===== src/rtl/seg_xlate_pkg.sv =====
package seg_xlate_pkg;

  typedef enum logic [2:0] {
    FLT_NONE      = 3'd0,
    FLT_SEG_RANGE = 3'd1,
    FLT_INVALID   = 3'd2,
    FLT_LIMIT     = 3'd3,
    FLT_PERM      = 3'd4
  } fault_e;

  typedef enum logic [1:0] {
    ACC_READ  = 2'd0,
    ACC_WRITE = 2'd1,
    ACC_FETCH = 2'd2,
    ACC_RSVD  = 2'd3
  } access_e;

  localparam int PERM_W   = 3;
  localparam int PERM_RD  = 0;
  localparam int PERM_WR  = 1;
  localparam int PERM_EX  = 2;

  typedef struct packed {
    logic   rspLoad;
    logic   rspFault;
    fault_e faultCode;
  } ctrl_strobe_t;

endpackage


===== src/rtl/seg_xlate_dp.sv =====
module seg_xlate_dp
  import seg_xlate_pkg::*;
#(
  parameter int SEG_W = 4,
  parameter int OFF_W = 16,
  parameter int PA_W  = 24,
  localparam int NSEG  = 1 << SEG_W,
  localparam int LEN_W = SEG_W + 1,
  localparam int LIM_W = OFF_W + 1
) (
  input  logic               clk,
  input  logic               rstN,
  input  logic               cfgEntryWe,
  input  logic [SEG_W-1:0]   cfgSegIdx,
  input  logic [PA_W-1:0]    cfgBase,
  input  logic [LIM_W-1:0]   cfgLimit,
  input  logic               cfgValid,
  input  logic [PERM_W-1:0]  cfgPerm,
  input  logic               cfgLenWe,
  input  logic [LEN_W-1:0]   cfgLen,
  input  logic [SEG_W-1:0]   reqSeg,
  input  logic [OFF_W-1:0]   reqOff,
  input  ctrl_strobe_t       strb,
  output logic [LEN_W-1:0]   lenReg,
  output logic               entValid,
  output logic [LIM_W-1:0]   entLimit,
  output logic [PERM_W-1:0]  entPerm,
  output logic               rspValid,
  output logic               rspFault,
  output logic [2:0]         rspCode,
  output logic [PA_W-1:0]    rspAddr
);

  logic [PA_W-1:0]   baseArr  [NSEG];
  logic [LIM_W-1:0]  limitArr [NSEG];
  logic              validArr [NSEG];
  logic [PERM_W-1:0] permArr  [NSEG];

  // One register group per table entry, each with its own write decode.
  for (genvar e = 0; e < NSEG; e++) begin : g_entry
    logic hitWe;
    assign hitWe = cfgEntryWe && (cfgSegIdx == SEG_W'(e));

    always_ff @(posedge clk) begin
      if (!rstN) begin
        baseArr[e]  <= '0;
        limitArr[e] <= '0;
        validArr[e] <= 1'b0;
        permArr[e]  <= '0;
      end else if (hitWe) begin
        baseArr[e]  <= cfgBase;
        limitArr[e] <= cfgLimit;
        validArr[e] <= cfgValid;
        permArr[e]  <= cfgPerm;
      end
    end
  end

  always_ff @(posedge clk) begin
    if (!rstN)         lenReg <= '0;
    else if (cfgLenWe) lenReg <= cfgLen;
  end

  // The lookup reads the entry contents from before this cycle's writes.
  logic [PA_W-1:0] entBase;
  always_comb begin
    entBase  = baseArr[reqSeg];
    entLimit = limitArr[reqSeg];
    entValid = validArr[reqSeg];
    entPerm  = permArr[reqSeg];
  end

  logic [PA_W-1:0] physSum;
  assign physSum = entBase + PA_W'(reqOff);

  always_ff @(posedge clk) begin
    if (!rstN) begin
      rspValid <= 1'b0;
      rspFault <= 1'b0;
      rspCode  <= '0;
      rspAddr  <= '0;
    end else begin
      rspValid <= strb.rspLoad;
      if (strb.rspLoad) begin
        rspFault <= strb.rspFault;
        rspCode  <= strb.faultCode;
        rspAddr  <= strb.rspFault ? '0 : physSum;
      end else begin
        rspFault <= 1'b0;
        rspCode  <= '0;
        rspAddr  <= '0;
      end
    end
  end

endmodule


===== src/rtl/seg_xlate_ctrl.sv =====
module seg_xlate_ctrl
  import seg_xlate_pkg::*;
#(
  parameter int SEG_W = 4,
  parameter int OFF_W = 16,
  localparam int LEN_W = SEG_W + 1,
  localparam int LIM_W = OFF_W + 1
) (
  input  logic               reqValid,
  input  logic [SEG_W-1:0]   reqSeg,
  input  logic [OFF_W-1:0]   reqOff,
  input  logic [1:0]         reqAcc,
  input  logic [LEN_W-1:0]   lenReg,
  input  logic               entValid,
  input  logic [LIM_W-1:0]   entLimit,
  input  logic [PERM_W-1:0]  entPerm,
  output ctrl_strobe_t       strb
);

  logic segOut, offOut, permMiss;

  assign segOut = {1'b0, reqSeg} >= lenReg;
  assign offOut = {1'b0, reqOff} >= entLimit;

  always_comb begin
    unique case (access_e'(reqAcc))
      ACC_READ:  permMiss = !entPerm[PERM_RD];
      ACC_WRITE: permMiss = !entPerm[PERM_WR];
      ACC_FETCH: permMiss = !entPerm[PERM_EX];
      default:   permMiss = 1'b1;
    endcase
  end

  // Fixed priority: range, then validity, then limit, then privilege.
  fault_e code;
  always_comb begin
    if (segOut)         code = FLT_SEG_RANGE;
    else if (!entValid) code = FLT_INVALID;
    else if (offOut)    code = FLT_LIMIT;
    else if (permMiss)  code = FLT_PERM;
    else                code = FLT_NONE;
  end

  always_comb begin
    strb.rspLoad   = reqValid;
    strb.rspFault  = reqValid && (code != FLT_NONE);
    strb.faultCode = reqValid ? code : FLT_NONE;
  end

endmodule


===== src/rtl/seg_xlate_unit.sv =====
module seg_xlate_unit
  import seg_xlate_pkg::*;
#(
  parameter int SEG_W = 4,
  parameter int OFF_W = 16,
  parameter int PA_W  = 24
) (
  input  logic               clk,
  input  logic               rstN,
  input  logic               cfgEntryWe,
  input  logic [SEG_W-1:0]   cfgSegIdx,
  input  logic [PA_W-1:0]    cfgBase,
  input  logic [OFF_W:0]     cfgLimit,
  input  logic               cfgValid,
  input  logic [2:0]         cfgPerm,
  input  logic               cfgLenWe,
  input  logic [SEG_W:0]     cfgLen,
  input  logic               reqValid,
  input  logic [SEG_W-1:0]   reqSeg,
  input  logic [OFF_W-1:0]   reqOff,
  input  logic [1:0]         reqAcc,
  output logic               rspValid,
  output logic               rspFault,
  output logic [2:0]         rspCode,
  output logic [PA_W-1:0]    rspAddr
);

  ctrl_strobe_t        strb;
  logic [SEG_W:0]      lenReg;
  logic                entValid;
  logic [OFF_W:0]      entLimit;
  logic [PERM_W-1:0]   entPerm;

  seg_xlate_ctrl #(.SEG_W(SEG_W), .OFF_W(OFF_W)) u_ctrl (
    .reqValid (reqValid),
    .reqSeg   (reqSeg),
    .reqOff   (reqOff),
    .reqAcc   (reqAcc),
    .lenReg   (lenReg),
    .entValid (entValid),
    .entLimit (entLimit),
    .entPerm  (entPerm),
    .strb     (strb)
  );

  seg_xlate_dp #(.SEG_W(SEG_W), .OFF_W(OFF_W), .PA_W(PA_W)) u_dp (
    .clk        (clk),
    .rstN       (rstN),
    .cfgEntryWe (cfgEntryWe),
    .cfgSegIdx  (cfgSegIdx),
    .cfgBase    (cfgBase),
    .cfgLimit   (cfgLimit),
    .cfgValid   (cfgValid),
    .cfgPerm    (cfgPerm),
    .cfgLenWe   (cfgLenWe),
    .cfgLen     (cfgLen),
    .reqSeg     (reqSeg),
    .reqOff     (reqOff),
    .strb       (strb),
    .lenReg     (lenReg),
    .entValid   (entValid),
    .entLimit   (entLimit),
    .entPerm    (entPerm),
    .rspValid   (rspValid),
    .rspFault   (rspFault),
    .rspCode    (rspCode),
    .rspAddr    (rspAddr)
  );

endmodule


===== config.mk =====
export PLATFORM = sky130hd
export DESIGN_NAME = seg_xlate_unit
export DESIGN_NICKNAME = d
export VERILOG_FILES = /design/src/rtl/seg_xlate_pkg.sv /design/src/rtl/seg_xlate_dp.sv /design/src/rtl/seg_xlate_ctrl.sv /design/src/rtl/seg_xlate_unit.sv
export SDC_FILE = /design/constraint.sdc
export NUM_CORES = 1
export LEC_CHECK = 0
export ABC_AREA = 0
export BUFFER_PORTS_ARGS = -buffer_cell sky130_fd_sc_hd__buf_2
export CAP_MARGIN = 20
export CORE_MARGIN = 1
export CORE_UTILIZATION = 50
export DETAILED_ROUTE_END_ITERATION = 6
export PLACE_DENSITY = 0.66
export SYNTH_ARGS = -nofsm -noshare
export SYNTH_HDL_FRONTEND = slang
export SYNTH_HIERARCHICAL = 1
export SYNTH_SLANG_ARGS = --single-unit

===== constraint.sdc =====
create_clock -name clk -period 10.45 [get_ports clk]
set_input_delay 1.5675 -clock clk [delete_from_list [all_inputs] [get_ports clk]]
set_output_delay 1.5675 -clock clk [all_outputs]
set_load 0.01 [all_outputs]

Yosys cells after proc, flatten, opt, wreduce, memory -nomap -nowiden --
Memories as Yosys holds them, arrays and structs flattened. Index checks and enable logic that the tools add are counted.
Storage, ports and cells: register bits 34, latch bits 0, RAM bits 720, bits in read-only memories 0, input bits 81, output and inout port bits 29, logic and storage cells 238, memories 4
Cells by class: add/subtract/negate cells 1, $mul 0, div/mod/pow operators 0, order comparisons 2, equal/unequal tests 17, shift-type cells 0, multiplexer cells 118, bitwise logic cells 66, reduce and logical (&&, ||, !) cells 25
Memories:
- u_dp.baseArr | words 16, width 24, rd ports 1, clocked after Yosys merged registers in 0, wr ports 16, line seg_xlate_dp.sv:34 | logic [PA_W-1:0] baseArr [NSEG];
- u_dp.limitArr | words 16, width 17, rd ports 1, clocked after Yosys merged registers in 0, wr ports 16, line seg_xlate_dp.sv:35 | logic [LIM_W-1:0] limitArr [NSEG];
- u_dp.permArr | words 16, width 3, rd ports 1, clocked after Yosys merged registers in 0, wr ports 16, line seg_xlate_dp.sv:37 | logic [PERM_W-1:0] permArr [NSEG];
- u_dp.validArr | words 16, width 1, rd ports 1, clocked after Yosys merged registers in 0, wr ports 16, line seg_xlate_dp.sv:36 | logic validArr [NSEG];
Operators with widths (number):
- 24-bit two-way mux | 16
- 17-bit two-way mux | 16
- 1-bit two-way mux | 65
- 1-bit bitwise OR | 64
- 3-bit two-way mux | 20
- 4-bit equality test, second input constant | 8
- 24-bit by 16-bit adder with 24-bit output | 1
- 16-bit by 17-bit greater-or-equal comparator with 1-bit output | 1
- 1-bit logical AND | 17
- 4-bit by 3-bit equality test with 1-bit output, second input constant | 4
- 4-bit by 2-bit equality test with 1-bit output, second input constant | 2
- 4-bit by 5-bit greater-or-equal comparator with 1-bit output | 1
- 4-bit by 1-bit equality test with 1-bit output, second input constant | 1
- 4-bit logical NOT | 1
- 1-bit logical NOT | 3
- 1-bit one-hot mux with 3 select lines | 1
- 3-bit nonzero test | 1
- 3-bit OR reduction | 1
- 2-bit by 1-bit equality test with 1-bit output, second input constant | 1
- 2-bit equality test, second input constant | 1
- 2-bit logical NOT | 1
- 1-bit NOT | 2
- 2-bit AND reduction | 1

Depth between registers and ports, before layout --
An unclocked memory read counts as a cell.
word-level depth 10, gate-level depth with buffers 17, depth with buffers taken out 11

Cells and area by module --
Netlist, hierarchy kept.
By module, submodules not included:
- seg_xlate_dp | times used 1, cells an instance 2094, area an instance 34000.1 sq um, sequential area each 22291.4 sq um
- seg_xlate_ctrl | times used 1, cells an instance 87, area an instance 665.6 sq um, sequential area each 0.0 sq um

Least setup slack after synthesis --
Ideal clock, no wire load.
path type input -> register, start in cfgSegIdx[1], end mem u_dp.baseArr[10][0] (enable), library setup time 0.510 ns, arrival 5.217 ns, required time 9.940 ns, path slack 4.723 ns, cell stages on the path 3, path buffers 1, cell sequence clkbuf_1 > nand3b_1 > o21ai_0
RTL lines:
- start, declared | line seg_xlate_unit.sv:11 | input logic [SEG_W-1:0] cfgSegIdx,
- end, declared | line seg_xlate_dp.sv:34

==> impl_metrics.env <==
export IMPL_outcome="complete, no violations"
export IMPL_timing_final_setup_violations=0
export IMPL_critical_path_most_common_cell="mux4_2"
export IMPL_worst_setup_path_startpoint="reqSeg[0]"
export IMPL_first_pass_grt_wire_length_mm=140.1
export IMPL_yosys_mux_area_fraction_pct=14.43
export IMPL_postSynthCellCount=2181
export IMPL_placedInstanceArea_um2=36260
export IMPL_ant_nets=0
export IMPL_cts_setup_buffers=0
export IMPL_netlist_top_cell_by_area="edfxtp_1"
export IMPL_grt_setup_unrepaired="false"
export IMPL_cts_hold_fix_buffers=0
export IMPL_path_cells="buf_8 > buf_4 > mux4_2 > mux4_2 > inv_1 > ha_1 > a21oi_2 > o21ai_1 > a211oi_2 > o21ai_2 > o31a_1 > nand2b_1 > nor3_1"
export IMPL_area_growth_pct=12.16
export IMPL_maxClockFrequency_mhz=171.3
export IMPL_critPathArrivalTime_ns=6.37
export IMPL_worst_path_fanout_max=69
export IMPL_num_vias=19550
export IMPL_drt_first_pass_iters=6
export IMPL_drv_max_cap_violation_count=0
export IMPL_hp_class="register to register"
export IMPL_layout_drive_gt1_share_pct=23.11
export IMPL_floorplan_io_pins=110
export IMPL_synth_xor_area_share_pct=0.5306
export IMPL_synth_async_reset_ratio_pct=0
export IMPL_path_class="primary input to register"
export IMPL_max_clock_path_buffers=3
export IMPL_clock_skew_final_ns=0.01402
export IMPL_core_area_um2=68590
export IMPL_timing_critical_path_slowest_cell_delay_ns=0.64
export IMPL_count_of_input_and_output_buffers=109
export IMPL_drc=0
export IMPL_cellLeakagePower_nw=13.82
export IMPL_tritoncts="yes"
export IMPL_vias_in_the_first_global_route=19760
export IMPL_ys_seq_elements=754
export IMPL_area_of_all_placed_cells_without_fillers_um2=38880
export IMPL_grtUsageTotal_pct=28.50
export IMPL_finalHoldViolCount=0
export IMPL_clk_insertion_delay_late_ns=0.64
export IMPL_ir_worst_vdd_v=0.0001131
export IMPL_main_combinational_cell_family_by_area_after_synthesis="simple AND/OR/NAND/NOR gates"
export IMPL_clockRootBuffer="clkbuf_16"
export IMPL_worst_setup_end_kind="register"
export IMPL_synth_net_count=2299
export IMPL_critical_path_top_delay_family="buffers and inverters"
export IMPL_synthesis_area_per_instance_um2=15.89
export IMPL_hold_ws_ns=0.4736
export IMPL_gp_congestion=0.8310
export IMPL_chipWidth_um=265.3
export IMPL_count_of_flip_flops_with_a_built_in_enable_after_synthesis=719
export IMPL_placementRows=96
export IMPL_number_of_antenna_violations_at_the_first_check_in_global_routing=13
export IMPL_library_cell_contributing_the_largest_single_delay_on_the_critical_path="nand2b_1"
export IMPL_worst_hold_startpoint="u_dp/validArr[8]"
export IMPL_synth_simple_gate_area_share_pct=14.93
export IMPL_synth_compound_area_share_pct=1.960
export IMPL_share_of_synthesized_area_occupied_by_flip_flops_and_latches_pct=64.30
export IMPL_finalPower_mw=7.070
export IMPL_cts_buffers_inserted=80
export IMPL_layout_worst_path_cycle_share_pct=55.87
export IMPL_min_period_ns=5.838
export IMPL_setup_total_negative_slack_ns=0
export IMPL_final_max_slew_viol_count=0
export IMPL_count_of_distinct_cell_types_in_the_synthesized_netlist=62
export IMPL_initial_utilization_pct=50.54
export IMPL_synth_largest_type_area_fraction_pct=62.28
export IMPL_cts_sinks=754
export IMPL_most_common_library_cell_in_the_layout_ignoring_fill_and_taps="and2_1"
export IMPL_crit_path_start_kind="primary input"
export IMPL_finish_net_count=2362
export IMPL_tightestPinTransition_ns=1.099
export IMPL_synthesis_area_um2=34670
export IMPL_ys_warnings_count=6
export IMPL_crit_required_ns=10.99
export IMPL_most_instantiated_flip_flop_cell_in_the_synthesis_netlist="edfxtp_1"
export IMPL_pin_count_of_the_biggest_net_entering_global_routing=87
export IMPL_cp_num_buf_inv=3
export IMPL_clk_pin_slew_worst_paths_ns=0.06
export IMPL_wl_mm=98.39
export IMPL_overall_die_height_um=265.3
export IMPL_routed_wire_length_per_instance_um=30.31
export IMPL_synth_fa_ha_area_share_pct=1.357
export IMPL_drt_vias_per_instance=6.023
export IMPL_die_area_um2=70390
export IMPL_cts_htree_levels=3
export IMPL_yosys_top_cells_area="edfxtp_1 (62%), mux4_2 (14%), and2_1 (13%)"
export IMPL_worst_slew_margin_rel_pct=26.75
export IMPL_globalRoute_totalOverflow=0
export IMPL_critical_r2r_launch="u_dp/limitArr[13][4]"
export IMPL_cts_resized=0
export IMPL_layout_cells_most_common_list="and2_1 (723), edfxtp_1 (719), mux4_2 (216), buf_2 (105), clkbuf_16 (81)"
export IMPL_detailedPlacementHpwl_mm=50.75
export IMPL_first_iter_violations=2325
export IMPL_power_density_cell_area_nw_per_um2=181.8
path summary, 6_finish.rpt:
check,to,cells past startpoint,slack (ns)
worst max-delay path,u_dp/rspAddr[3],13,4.61
worst min-delay path,u_dp/validArr[8],2,0.47
worst max register to register,u_dp/rspAddr[3],11,6.49
worst min register to register,u_dp/validArr[8],2,0.47
Yosys cell counts, drive strengths merged, types with 10 or more instances:
cell    instances
xor2           15
a22oi          10
dfxtp          35
buf            39
ha             36
nor2           54
a21o           14
mux4          219
clkbuf        130
o21ai          28
inv            27
a21oi          15
and2          724
nand2          26
edfxtp        719
metal layers:
layer  wire [um]  track usage, %
met1       38230           38.49
met2       47190           45.81
met3       10030           6.823
met4        2913           9.124
met5          36               0
registers in the layout (all words and copies together), names as in the netlist:
| register | flops |
|---|---|
| u_dp/validArr | 16 |
| u_dp/rspFault | 1 |
| u_dp/rspCode | 3 |
| u_dp/rspValid | 1 |
| u_dp/limitArr | 272 |
| u_dp/rspAddr | 24 |
| u_dp/baseArr | 384 |
| u_dp/permArr | 48 |
| u_dp/lenReg | 5 |
logic make-up (layout without fill, tap and decap cells):
logic type / after synthesis / count (layout)
other cells: 0 / 4
buf+inv: 196 / 326
fa+ha+maj: 37 / 37
simple gates: 853 / 853
compound gates: 95 / 95
mux: 225 / 225
xor+xnor: 21 / 21
flops: 754 / 754
tightest hold or removal path, delay by kind of cell (launching register included):
kind | cells | cell delay, ns
AO/OA/AOI/OAI | 1 | 0.07
buffers and inverters | 1 | 0.05
flip-flops | 1 | 0.30
power breakdown:
group / switching (mW) / internal (mW) / leakage, nW / total (mW)
clock network: 1.21 / 1.65 / 1.29 / 2.85
registers: 0.0505 / 3.49 / 7.17 / 3.54
logic: 0.408 / 0.272 / 5.36 / 0.680
total: 1.66 / 5.41 / 13.8 / 7.07
layout make-up:
class / count / area (um^2)
Antenna cell: 4 / 10.01
Clock buffer: 98 / 2151
Clock inverter: 51 / 462.9
Fill cell: 5332 / 29700
Inverter: 27 / 101.3
Multi-Input combinational cell: 1231 / 11810
Sequential cell: 754 / 22290
Tap cell: 931 / 1165
Timing Repair Buffer: 150 / 887.1
stage by stage:
stage,utilization (%),setup WS (ns),cells
6_report,56.69,4.612,3246
5_1_grt,56.68,4.227,3243
4_1_cts,56.68,4.616,3242
3_5_place_dp,52.86,3.949,3093
3_3_place_gp,52.86,4.050,3093
2_1_floorplan,-,4.723,2181
Power figures use the tool's default switching activity.
